**src/rtl/dtic_pkg.sv**
```systemverilog
package dtic_pkg;

  localparam int unsigned WORD_W   = 32;
  localparam int unsigned PAIR_MAX = 8;
  localparam int unsigned PAIR_EW  = 8;
  localparam int unsigned TABLE_W  = PAIR_MAX * PAIR_EW;

  localparam logic [31:0] OFS_EN_LO   = 32'h04;
  localparam logic [31:0] OFS_PEND_LO = 32'h08;
  localparam logic [31:0] OFS_EN_HI   = 32'h50;
  localparam logic [31:0] OFS_PEND_HI = 32'h54;

  typedef enum logic [2:0] {
    SEL_NONE,
    SEL_EN_LO,
    SEL_EN_HI,
    SEL_PEND_LO,
    SEL_PEND_HI
  } reg_sel_e;

  function automatic reg_sel_e fn_decode(input logic [31:0] addr);
    reg_sel_e s;
    case (addr)
      OFS_EN_LO:   s = SEL_EN_LO;
      OFS_EN_HI:   s = SEL_EN_HI;
      OFS_PEND_LO: s = SEL_PEND_LO;
      OFS_PEND_HI: s = SEL_PEND_HI;
      default:     s = SEL_NONE;
    endcase
    return s;
  endfunction

  // Bit set of the source numbers listed in the first np entries of a table
  function automatic logic [63:0] fn_entry_set(input int unsigned np,
                                               input logic [TABLE_W-1:0] tbl);
    logic [63:0]        s;
    logic [PAIR_EW-1:0] e;
    s = '0;
    for (int k = 0; k < PAIR_MAX; k++) begin
      e = tbl[k*PAIR_EW +: PAIR_EW];
      if (k < int'(np)) s[e[5:0]] = 1'b1;
    end
    return s;
  endfunction

  // Shadow number paired with target idx (0 if idx is not a target)
  function automatic int unsigned fn_partner(input int unsigned np,
                                             input logic [TABLE_W-1:0] tgt,
                                             input logic [TABLE_W-1:0] shd,
                                             input int unsigned idx);
    int unsigned p;
    logic [PAIR_EW-1:0] t;
    logic [PAIR_EW-1:0] s;
    p = 0;
    for (int k = 0; k < PAIR_MAX; k++) begin
      t = tgt[k*PAIR_EW +: PAIR_EW];
      s = shd[k*PAIR_EW +: PAIR_EW];
      if (k < int'(np) && int'(t) == int'(idx)) p = int'(s[5:0]);
    end
    return p;
  endfunction

endpackage

```
**src/rtl/dtic_regs.sv**
```systemverilog
module dtic_regs
  import dtic_pkg::*;
#(
  parameter int unsigned NUM_SRC = 40
) (
  input  logic               clk,
  input  logic               rst_n,
  input  logic               wr_en,
  input  reg_sel_e           sel,
  input  logic [WORD_W-1:0]  wdata,
  output logic [NUM_SRC-1:0] en_vec
);

  localparam int unsigned HI_W = NUM_SRC - WORD_W;

  logic              lo_we;
  logic              hi_we;
  logic [WORD_W-1:0] lo_d;
  logic [WORD_W-1:0] lo_q;
  logic [HI_W-1:0]   hi_d;
  logic [HI_W-1:0]   hi_q;

  always_comb begin
    lo_we = wr_en && (sel == SEL_EN_LO);
    hi_we = wr_en && (sel == SEL_EN_HI);
    lo_d  = wdata;
    hi_d  = wdata[HI_W-1:0];
  end

  always_ff @(posedge clk or negedge rst_n) begin
    if (!rst_n) begin
      lo_q <= '0;
    end else if (lo_we) begin
      lo_q <= lo_d;
    end
  end

  always_ff @(posedge clk or negedge rst_n) begin
    if (!rst_n) begin
      hi_q <= '0;
    end else if (hi_we) begin
      hi_q <= hi_d;
    end
  end

  assign en_vec = {hi_q, lo_q};

endmodule

```
**src/rtl/dtic_route.sv**
```systemverilog
module dtic_route
  import dtic_pkg::*;
#(
  parameter int unsigned          NUM_SRC    = 40,
  parameter int unsigned          NUM_PAIRS  = 1,
  parameter logic [TABLE_W-1:0]   PAIR_TGT   = 64'd30,
  parameter logic [TABLE_W-1:0]   PAIR_SHD   = 64'd29,
  parameter logic [NUM_SRC-1:0]   ROUTE_CPU1 = '0
) (
  input  logic [NUM_SRC-1:0] src,
  input  logic [NUM_SRC-1:0] en_vec,
  output logic [NUM_SRC-1:0] pend,
  output logic [NUM_SRC-1:0] to_c0,
  output logic [NUM_SRC-1:0] to_c1
);

  localparam logic [63:0] SHD_SET = fn_entry_set(NUM_PAIRS, PAIR_SHD);
  localparam logic [63:0] TGT_SET = fn_entry_set(NUM_PAIRS, PAIR_TGT);

  // Shadow input lines are intentionally left without a consumer
  logic [NUM_SRC-1:0] src_unused;

  for (genvar i = 0; i < NUM_SRC; i++) begin : g_src
    if (SHD_SET[i]) begin : g_shadow
      assign pend[i]       = 1'b0;
      assign to_c0[i]      = 1'b0;
      assign to_c1[i]      = 1'b0;
      assign src_unused[i] = src[i];
    end else if (TGT_SET[i]) begin : g_target
      localparam int unsigned PARTNER = fn_partner(NUM_PAIRS, PAIR_TGT, PAIR_SHD, i);
      assign to_c0[i]      = src[i] & en_vec[i];
      assign to_c1[i]      = src[i] & en_vec[PARTNER];
      assign pend[i]       = src[i] & (en_vec[i] | en_vec[PARTNER]);
      assign src_unused[i] = 1'b0;
    end else if (ROUTE_CPU1[i]) begin : g_cpu1
      assign pend[i]       = src[i] & en_vec[i];
      assign to_c0[i]      = 1'b0;
      assign to_c1[i]      = src[i] & en_vec[i];
      assign src_unused[i] = 1'b0;
    end else begin : g_cpu0
      assign pend[i]       = src[i] & en_vec[i];
      assign to_c0[i]      = src[i] & en_vec[i];
      assign to_c1[i]      = 1'b0;
      assign src_unused[i] = 1'b0;
    end
  end

endmodule

```
**src/rtl/dtic_rdback.sv**
```systemverilog
module dtic_rdback
  import dtic_pkg::*;
#(
  parameter int unsigned NUM_SRC = 40
) (
  input  logic               clk,
  input  logic               rst_n,
  input  logic               rd_en,
  input  reg_sel_e           sel,
  input  logic [NUM_SRC-1:0] en_vec,
  input  logic [NUM_SRC-1:0] pend,
  output logic [WORD_W-1:0]  rdata
);

  localparam int unsigned HI_W = NUM_SRC - WORD_W;

  logic [WORD_W-1:0] rd_d;
  logic [WORD_W-1:0] rd_q;

  always_comb begin
    case (sel)
      SEL_EN_LO:   rd_d = en_vec[WORD_W-1:0];
      SEL_EN_HI:   rd_d = {{(WORD_W-HI_W){1'b0}}, en_vec[NUM_SRC-1:WORD_W]};
      SEL_PEND_LO: rd_d = pend[WORD_W-1:0];
      SEL_PEND_HI: rd_d = {{(WORD_W-HI_W){1'b0}}, pend[NUM_SRC-1:WORD_W]};
      default:     rd_d = '0;
    endcase
  end

  always_ff @(posedge clk or negedge rst_n) begin
    if (!rst_n) begin
      rd_q <= '0;
    end else if (rd_en) begin
      rd_q <= rd_d;
    end
  end

  assign rdata = rd_q;

endmodule

```
**src/rtl/dtic_irqout.sv**
```systemverilog
module dtic_irqout #(
  parameter int unsigned NUM_SRC = 40
) (
  input  logic               clk,
  input  logic               rst_n,
  input  logic [NUM_SRC-1:0] to_c0,
  input  logic [NUM_SRC-1:0] to_c1,
  output logic               irq0,
  output logic               irq1
);

  logic irq0_d;
  logic irq1_d;
  logic irq0_q;
  logic irq1_q;

  always_comb begin
    irq0_d = |to_c0;
    irq1_d = |to_c1;
  end

  always_ff @(posedge clk or negedge rst_n) begin
    if (!rst_n) begin
      irq0_q <= 1'b0;
      irq1_q <= 1'b0;
    end else begin
      irq0_q <= irq0_d;
      irq1_q <= irq1_d;
    end
  end

  assign irq0 = irq0_q;
  assign irq1 = irq1_q;

endmodule

```
**src/rtl/dual_thread_intc.sv**
```systemverilog
module dual_thread_intc
  import dtic_pkg::*;
#(
  parameter int unsigned        NUM_SRC    = 40,
  parameter int unsigned        ADDR_W     = 8,
  parameter int unsigned        NUM_PAIRS  = 1,
  parameter logic [TABLE_W-1:0] PAIR_TGT   = 64'd30,
  parameter logic [TABLE_W-1:0] PAIR_SHD   = 64'd29,
  parameter logic [NUM_SRC-1:0] ROUTE_CPU1 = '0
) (
  input  logic               clk,
  input  logic               rst_n,
  input  logic [NUM_SRC-1:0] irq_src,
  input  logic               bus_vld,
  input  logic               bus_wr,
  input  logic [ADDR_W-1:0]  bus_addr,
  input  logic [WORD_W-1:0]  bus_wdata,
  output logic [WORD_W-1:0]  bus_rdata,
  output logic               irq_cpu0,
  output logic               irq_cpu1
);

  logic [1:0]         rst_pipe;
  logic               rst_sync_n;
  reg_sel_e           sel;
  logic               wr_en;
  logic               rd_en;
  logic [NUM_SRC-1:0] en_vec;
  logic [NUM_SRC-1:0] pend;
  logic [NUM_SRC-1:0] to_c0;
  logic [NUM_SRC-1:0] to_c1;

  // Reset: asserted asynchronously, released after two clock edges
  always_ff @(posedge clk or negedge rst_n) begin
    if (!rst_n) begin
      rst_pipe <= 2'b00;
    end else begin
      rst_pipe <= {rst_pipe[0], 1'b1};
    end
  end
  assign rst_sync_n = rst_pipe[1];

  always_comb begin
    sel   = fn_decode(32'(bus_addr));
    wr_en = bus_vld && bus_wr;
    rd_en = bus_vld && !bus_wr;
  end

  dtic_regs #(.NUM_SRC(NUM_SRC)) u_regs (
    .clk    (clk),
    .rst_n  (rst_sync_n),
    .wr_en  (wr_en),
    .sel    (sel),
    .wdata  (bus_wdata),
    .en_vec (en_vec)
  );

  dtic_route #(
    .NUM_SRC    (NUM_SRC),
    .NUM_PAIRS  (NUM_PAIRS),
    .PAIR_TGT   (PAIR_TGT),
    .PAIR_SHD   (PAIR_SHD),
    .ROUTE_CPU1 (ROUTE_CPU1)
  ) u_route (
    .src    (irq_src),
    .en_vec (en_vec),
    .pend   (pend),
    .to_c0  (to_c0),
    .to_c1  (to_c1)
  );

  dtic_rdback #(.NUM_SRC(NUM_SRC)) u_rdback (
    .clk    (clk),
    .rst_n  (rst_sync_n),
    .rd_en  (rd_en),
    .sel    (sel),
    .en_vec (en_vec),
    .pend   (pend),
    .rdata  (bus_rdata)
  );

  dtic_irqout #(.NUM_SRC(NUM_SRC)) u_irqout (
    .clk   (clk),
    .rst_n (rst_sync_n),
    .to_c0 (to_c0),
    .to_c1 (to_c1),
    .irq0  (irq_cpu0),
    .irq1  (irq_cpu1)
  );

endmodule

```
**config.mk**
```make
export PLATFORM = sky130hd
export DESIGN_NAME = dual_thread_intc
export DESIGN_NICKNAME = d
export VERILOG_FILES = /design/src/rtl/dtic_pkg.sv /design/src/rtl/dtic_regs.sv /design/src/rtl/dtic_route.sv /design/src/rtl/dtic_rdback.sv /design/src/rtl/dtic_irqout.sv /design/src/rtl/dual_thread_intc.sv
export SDC_FILE = /design/constraint.sdc
export NUM_CORES = 1
export LEC_CHECK = 0
export BUFFER_PORTS_ARGS = -buffer_cell sky130_fd_sc_hd__buf_4
export CAP_MARGIN = 25
export CELL_PAD_IN_SITES_DETAIL_PLACEMENT = 0
export CELL_PAD_IN_SITES_GLOBAL_PLACEMENT = 1
export CORE_MARGIN = 2
export CORE_UTILIZATION = 43
export DETAILED_ROUTE_END_ITERATION = 7
export PLACE_DENSITY = 0.91
export SLEW_MARGIN = 0
export SYNTH_ARGS = -nofsm -noshare
export SYNTH_HDL_FRONTEND = slang
export SYNTH_SLANG_ARGS = --single-unit
export TNS_END_PERCENT = 50
```
**constraint.sdc**
```tcl
create_clock -name clk -period 5.4 [get_ports clk]
set_clock_uncertainty 0.2 [all_clocks]
set_input_delay 0.54 -clock clk [delete_from_list [all_inputs] [get_ports clk]]
set_output_delay 0.54 -clock clk [all_outputs]
set_load 0.1 [all_outputs]
```
Word-level counts from Yosys, hierarchy flattened
Cells that the tools add are included.
{"block": "op_classes", "eq_ne": 8, "bitwise": 42, "muxes": 2, "n_reduce_logical": 6}
{"operator": "32-bit case mux with 4 select lines", "count": 1}
{"operator": "1-bit AND", "count": 41}
{"operator": "39-bit OR reduction", "count": 1}
{"operator": "8-bit by 7-bit equality test with 1-bit output (second input constant)", "count": 2}
{"operator": "3-bit case mux with 4 select lines", "count": 1}
{"operator": "8-bit by 3-bit equality test with 1-bit output (second input constant)", "count": 1}
{"operator": "8-bit by 4-bit equality test with 1-bit output (second input constant)", "count": 1}
{"operator": "3-bit by 2-bit equality test with 1-bit output (second input constant)", "count": 2}
{"operator": "1-bit logical AND", "count": 4}
{"operator": "3-bit by 1-bit equality test with 1-bit output (second input constant)", "count": 1}
{"operator": "3-bit equality test (second input constant)", "count": 1}
{"operator": "1-bit zero test", "count": 1}
{"operator": "1-bit bitwise OR", "count": 1}
{"block": "totals", "reg_bits": 76, "inputBits": 84}

Logic depth before layout (Yosys ltp)
{"block": "depth", "ltp_word": 4, "ltp_mapped": 7, "mapped_depth_nobuf": 4}

Modules after synthesis
A second synthesis with hierarchy kept.
{"block": "hier_totals", "hier_cells": 435, "hier_area_um2": 4683.2}
{"module": "dtic_rdback", "instances": 1, "seq_area_each_um2": 800.8, "cells_per_inst": 184, "area_each_um2": 1796.7}
{"module": "dtic_regs", "instances": 1, "seq_area_each_um2": 1001.0, "cells_per_inst": 87, "area_each_um2": 1659.1}
{"module": "dtic_route", "instances": 1, "seq_area_each_um2": 0.0, "cells_per_inst": 121, "area_each_um2": 854.6}
{"module": "dtic_irqout", "instances": 1, "seq_area_each_um2": 50.0, "cells_per_inst": 30, "area_each_um2": 232.7}
{"module": "dual_thread_intc", "instances": 1, "seq_area_each_um2": 50.0, "cells_per_inst": 13, "area_each_um2": 140.1}

Worst setup path before layout
Ideal clock, no wire load.
{"block": "synth_path", "path_type": "input to register", "start": "input bus_addr[7]", "end": "register u_regs.lo_q[10]", "arrival_ps": 1981, "n_path_buf": 3, "required_time_ps": 5075, "path_slack_ps": 3094, "path_stages": 7, "path_cell_list": "nor4_4 -> and2_1 -> buf_4 -> and3_1 -> buf_6 -> buf_12 -> mux2_4"}
{"block": "synth_between", "elab_chain_len": 4}
{"item": "start: declaration", "line_no": "dual_thread_intc.sv:16", "rtl": "input logic [ADDR_W-1:0] bus_addr,"}
{"item": "8-bit by 7-bit equality test with 1-bit output (tied with other cells)", "line_no": "dtic_pkg.sv:23", "rtl": "case (addr)"}
{"item": "3-bit case mux with 4 select lines *", "line_no": "dtic_pkg.sv:23"}
{"item": "3-bit by 1-bit equality test with 1-bit output *", "line_no": "dtic_regs.sv:24", "rtl": "lo_we = wr_en && (sel == SEL_EN_LO);"}
{"item": "1-bit logical AND *", "line_no": "dtic_regs.sv:24"}
{"item": "end signal: assignment", "line_no": "dtic_regs.sv:34", "rtl": "lo_q <= lo_d;"}
{"item": "end: declaration", "line_no": "dtic_regs.sv:19", "rtl": "logic [WORD_W-1:0] lo_q;"}
Every way passes the cells marked *; elsewhere a longest branch is shown, timed or not.
A chain may end at the register's enable or synchronous reset.

Worst setup path in the final report
{"block": "layout_path", "start": "input bus_addr[3]", "end": "register u_regs.lo_q[12]"}
The elaborated chain is that of the path after synthesis.

==> results.md <==
* Filler cell count at 692
* # rows at 33
* Cell area after synthesis at 3682 sq um
* Power per cell area at 231.2 nW/um^2
* Starting density of the core at 0.4459
* Detailed placer's ending HPWL at 7.240 mm
* CP Data Required Time at 5420 ps
* Max Slew Vio Count at 0
* CP endpoint kind: flop
* Die W at 96.54 um
* CTS Sinks at 76
* Crit start category: input port
* Wirelength, routed at 10.03 mm
* Via count at 2953
* Ports at 118
* Worst Tran Pin Value at 928.2 ps
* Asr flop ratio synth at 1.000
* Worst-path maximum fanout at 19
* Clock Path Buffers at 2
* I/O Buffers at 116
* Syn Nets at 359
* #FFs+latches synth at 76
* Footprint of the multi-input gates at 1648 sq um
* Routed Antenna Nets at 0
* Fin crit share at 0.4876
* Net Sw Frac at 0.2552
* Routability cong. at 0.8262
* Comb power frac at 0.121
* P&R area growth vs syn at 31.26%
* Clock slew seen by the registers of the worst setup and hold paths at 80 ps
* Total track usage at 0.2217
* Post-synthesis sequential area ratio at 0.5165
* DP Cell Count at 486
* Final Critical Period at 2633 ps
* Setup Fix Bufs, Post-CTS at 0
* Avg Inst Size Synth at 13.39 sq um
* Post-Syn Instances at 275
* Post-detailed-route wirelength per cell at 19.98 um
* Root Driver: clkbuf_8
* Relative slew slack at 0.3812
* Global-route wire length before repair at 15.44 mm
* Critical Path AT at 2650 ps
* CTS Buf Count at 9
* Setup TNS at 0 ps
* Part of the power in the clock network at 0.352
* EDFF count, synth at 0
* Iter 0 DRT Violations at 115
* H-tree lvl count at 3
* Fmax at 379.8 MHz
* WS Path Type: in2reg
* Max VDD drop at 141.4 uV
* Core Area at 8258 sq um
* Pre-antenna DRT Iters at 5
* Fraction of layout cells with a size suffix above 1 at 0.4761
* Non-filler cells, final at 502
* Sw power at 285.2 uW
* Worst-Skew Late Latency at 340 ps
* Internal Power at 832.5 uW
* Final Setup Violations at 0
* Antenna violations before repair at 0
* Die Y at 96.54 um
* Die area at 9320 sq um
* GRT Residual Overflow at 0
* Final hold viol count at 0
* Vias in the first global route at 3003
* Largest net degree at the start of global routing at 75
* Storage element area at 1903 sq um
* Synth cell types at 40
* Max-cap viol count at 0
* Synth warn at 0
* DRC viols at 0
* Reg power frac at 0.527
* Leak at 2.500 nW
* DR vias/cell at 5.882
* Status: finished clean
* RSZ-0062 raised after global routing: no
* Top_reg_cell synth: dfrtp_1
* TritonCTS clock tree: built
* Net count reported at finish at 477
* HP Class: reg2reg
* N_diodes at 0
-- layout by cell type, fill, tap and decap left out, types with 8 or more instances in the layout --
cell and instances:
a32oi_1 8, nand4_1 8, a21o_1 22, a22o_1 14, buf_4 125, mux2_2 10, a32o_1 23, dfrtp_1 75
mux2_4 30, nand3_1 12, clkbuf_8 11
-- sequential cells by signal, summed over array words and instances (netlist names) --
register        cells
u_irqout.irq1       1
u_rdback.rdata     32
u_irqout.irq0       1
u_regs.hi_q         8
u_regs.lo_q        32
rst_pipe            2
-- layout make-up --
class,instances,share of cell area
Clock inverter,4,0.004918
Clock buffer,11,0.03132
Sequential cell,76,0.3937
Tap cell,105,0.02718
Timing Repair Buffer,127,0.2004
Multi-Input combinational cell,177,0.3409
Inverter,2,0.001553
-- routing by layer --
metal / wire length, um / global-route usage
met1: 4364 / 0.3018
met2: 4813 / 0.3519
met3: 631 / 0.04422
met4: 219 / 0.08333
met5: 0 / 0
-- through the flow --
step	hold slack [ps]	power [mW]	area, sq um	setup slack, ps	utilization
detailed placement	124.7	0.7353	4648	2378	0.5629
floorplan	44.41	0.6569	3682	2927	-
CTS	161.8	1.130	4833	2739	0.5853
global route	172.9	1.166	4833	2644	0.5853
global placement	122.6	0.7325	4628	2174	0.5605
finish	156.2	1.118	4833	2767	0.5853
-- logic make-up (layout without fill, tap and decap cells) --
| group | after synthesis | after routing | synth area share |
|---|---|---|---|
| multiplexers | 40 | 40 | 0.1529 |
| other | 1 | 1 | 0.001018 |
| AO/OA/AOI/OAI | 94 | 94 | 0.2144 |
| flip-flops | 76 | 76 | 0.5165 |
| buffers and inverters | 22 | 144 | 0.04078 |
| AND/OR/NAND/NOR | 42 | 42 | 0.07442 |
-- timing repair --
action	4_1_cts	5_1_grt
hold buffers	1	0
endpoints found under the hold margin	2	0
resized for setup	0	0
-- critical path, stage by stage --
cell,delay [ps]
buf_4,130
nor4b_1,650
and2_1,230
and3_2,520
buf_12,260
mux2_4,310
-- cell usage after synthesis, types with 2 or more instances --
| library cell | number | area share |
|---|---|---|
| inv_1 | 2 | 0.0020 |
| mux2_4 | 30 | 0.12 |
| a21oi_1 | 3 | 0.0041 |
| buf_2 | 6 | 0.0082 |
| nand3_1 | 12 | 0.016 |
| buf_12 | 3 | 0.016 |
| buf_1 | 2 | 0.0020 |
| o21ai_0 | 2 | 0.0027 |
| a22oi_1 | 6 | 0.012 |
| nor2_1 | 2 | 0.0020 |
| a21o_1 | 22 | 0.045 |
| nand2_1 | 4 | 0.0041 |
| a221oi_1 | 5 | 0.012 |
| o211ai_1 | 7 | 0.014 |
| a22o_1 | 14 | 0.033 |
| nand4_1 | 8 | 0.014 |
| and2_1 | 4 | 0.0068 |
| nor4b_1 | 2 | 0.0048 |
| a32o_1 | 23 | 0.063 |
| mux2_2 | 10 | 0.031 |
| clkbuf_1 | 7 | 0.0071 |
| dfrtp_1 | 76 | 0.52 |
| a32oi_1 | 8 | 0.019 |
-- power groups by stage --
| stage | sequential, mW | combinational (mW) | clock (mW) |
|---|---|---|---|
| floorplan | 0.626 | 0.0309 | 0 |
| global placement | 0.600 | 0.132 | 0 |
| detailed placement | 0.601 | 0.135 | 0 |
| CTS | 0.589 | 0.136 | 0.405 |
| global route | 0.591 | 0.145 | 0.430 |
| finish | 0.589 | 0.135 | 0.394 |
-- final timing paths --
check	start	to	slack [ps]	depth (start not counted)
max in group asynchronous	rst_pipe[1]$_DFF_PN0_	u_regs.lo_q[12]$_DFFE_PN0P_	4110	1
worst max register to register	u_regs.hi_q[1]$_DFFE_PN0P_	u_irqout.irq0$_DFF_PN0_	3460	4
worst min-delay path	rst_pipe[0]$_DFF_PN0_	rst_pipe[1]$_DFF_PN0_	160	0
min in group asynchronous	rst_pipe[1]$_DFF_PN0_	u_regs.hi_q[6]$_DFFE_PN0P_	300	1
worst min register to register	rst_pipe[0]$_DFF_PN0_	rst_pipe[1]$_DFF_PN0_	160	0
worst max-delay path	bus_addr[3]	u_regs.lo_q[12]$_DFFE_PN0P_	2770	6
Note: power is estimated with default switching activity, not from simulation.
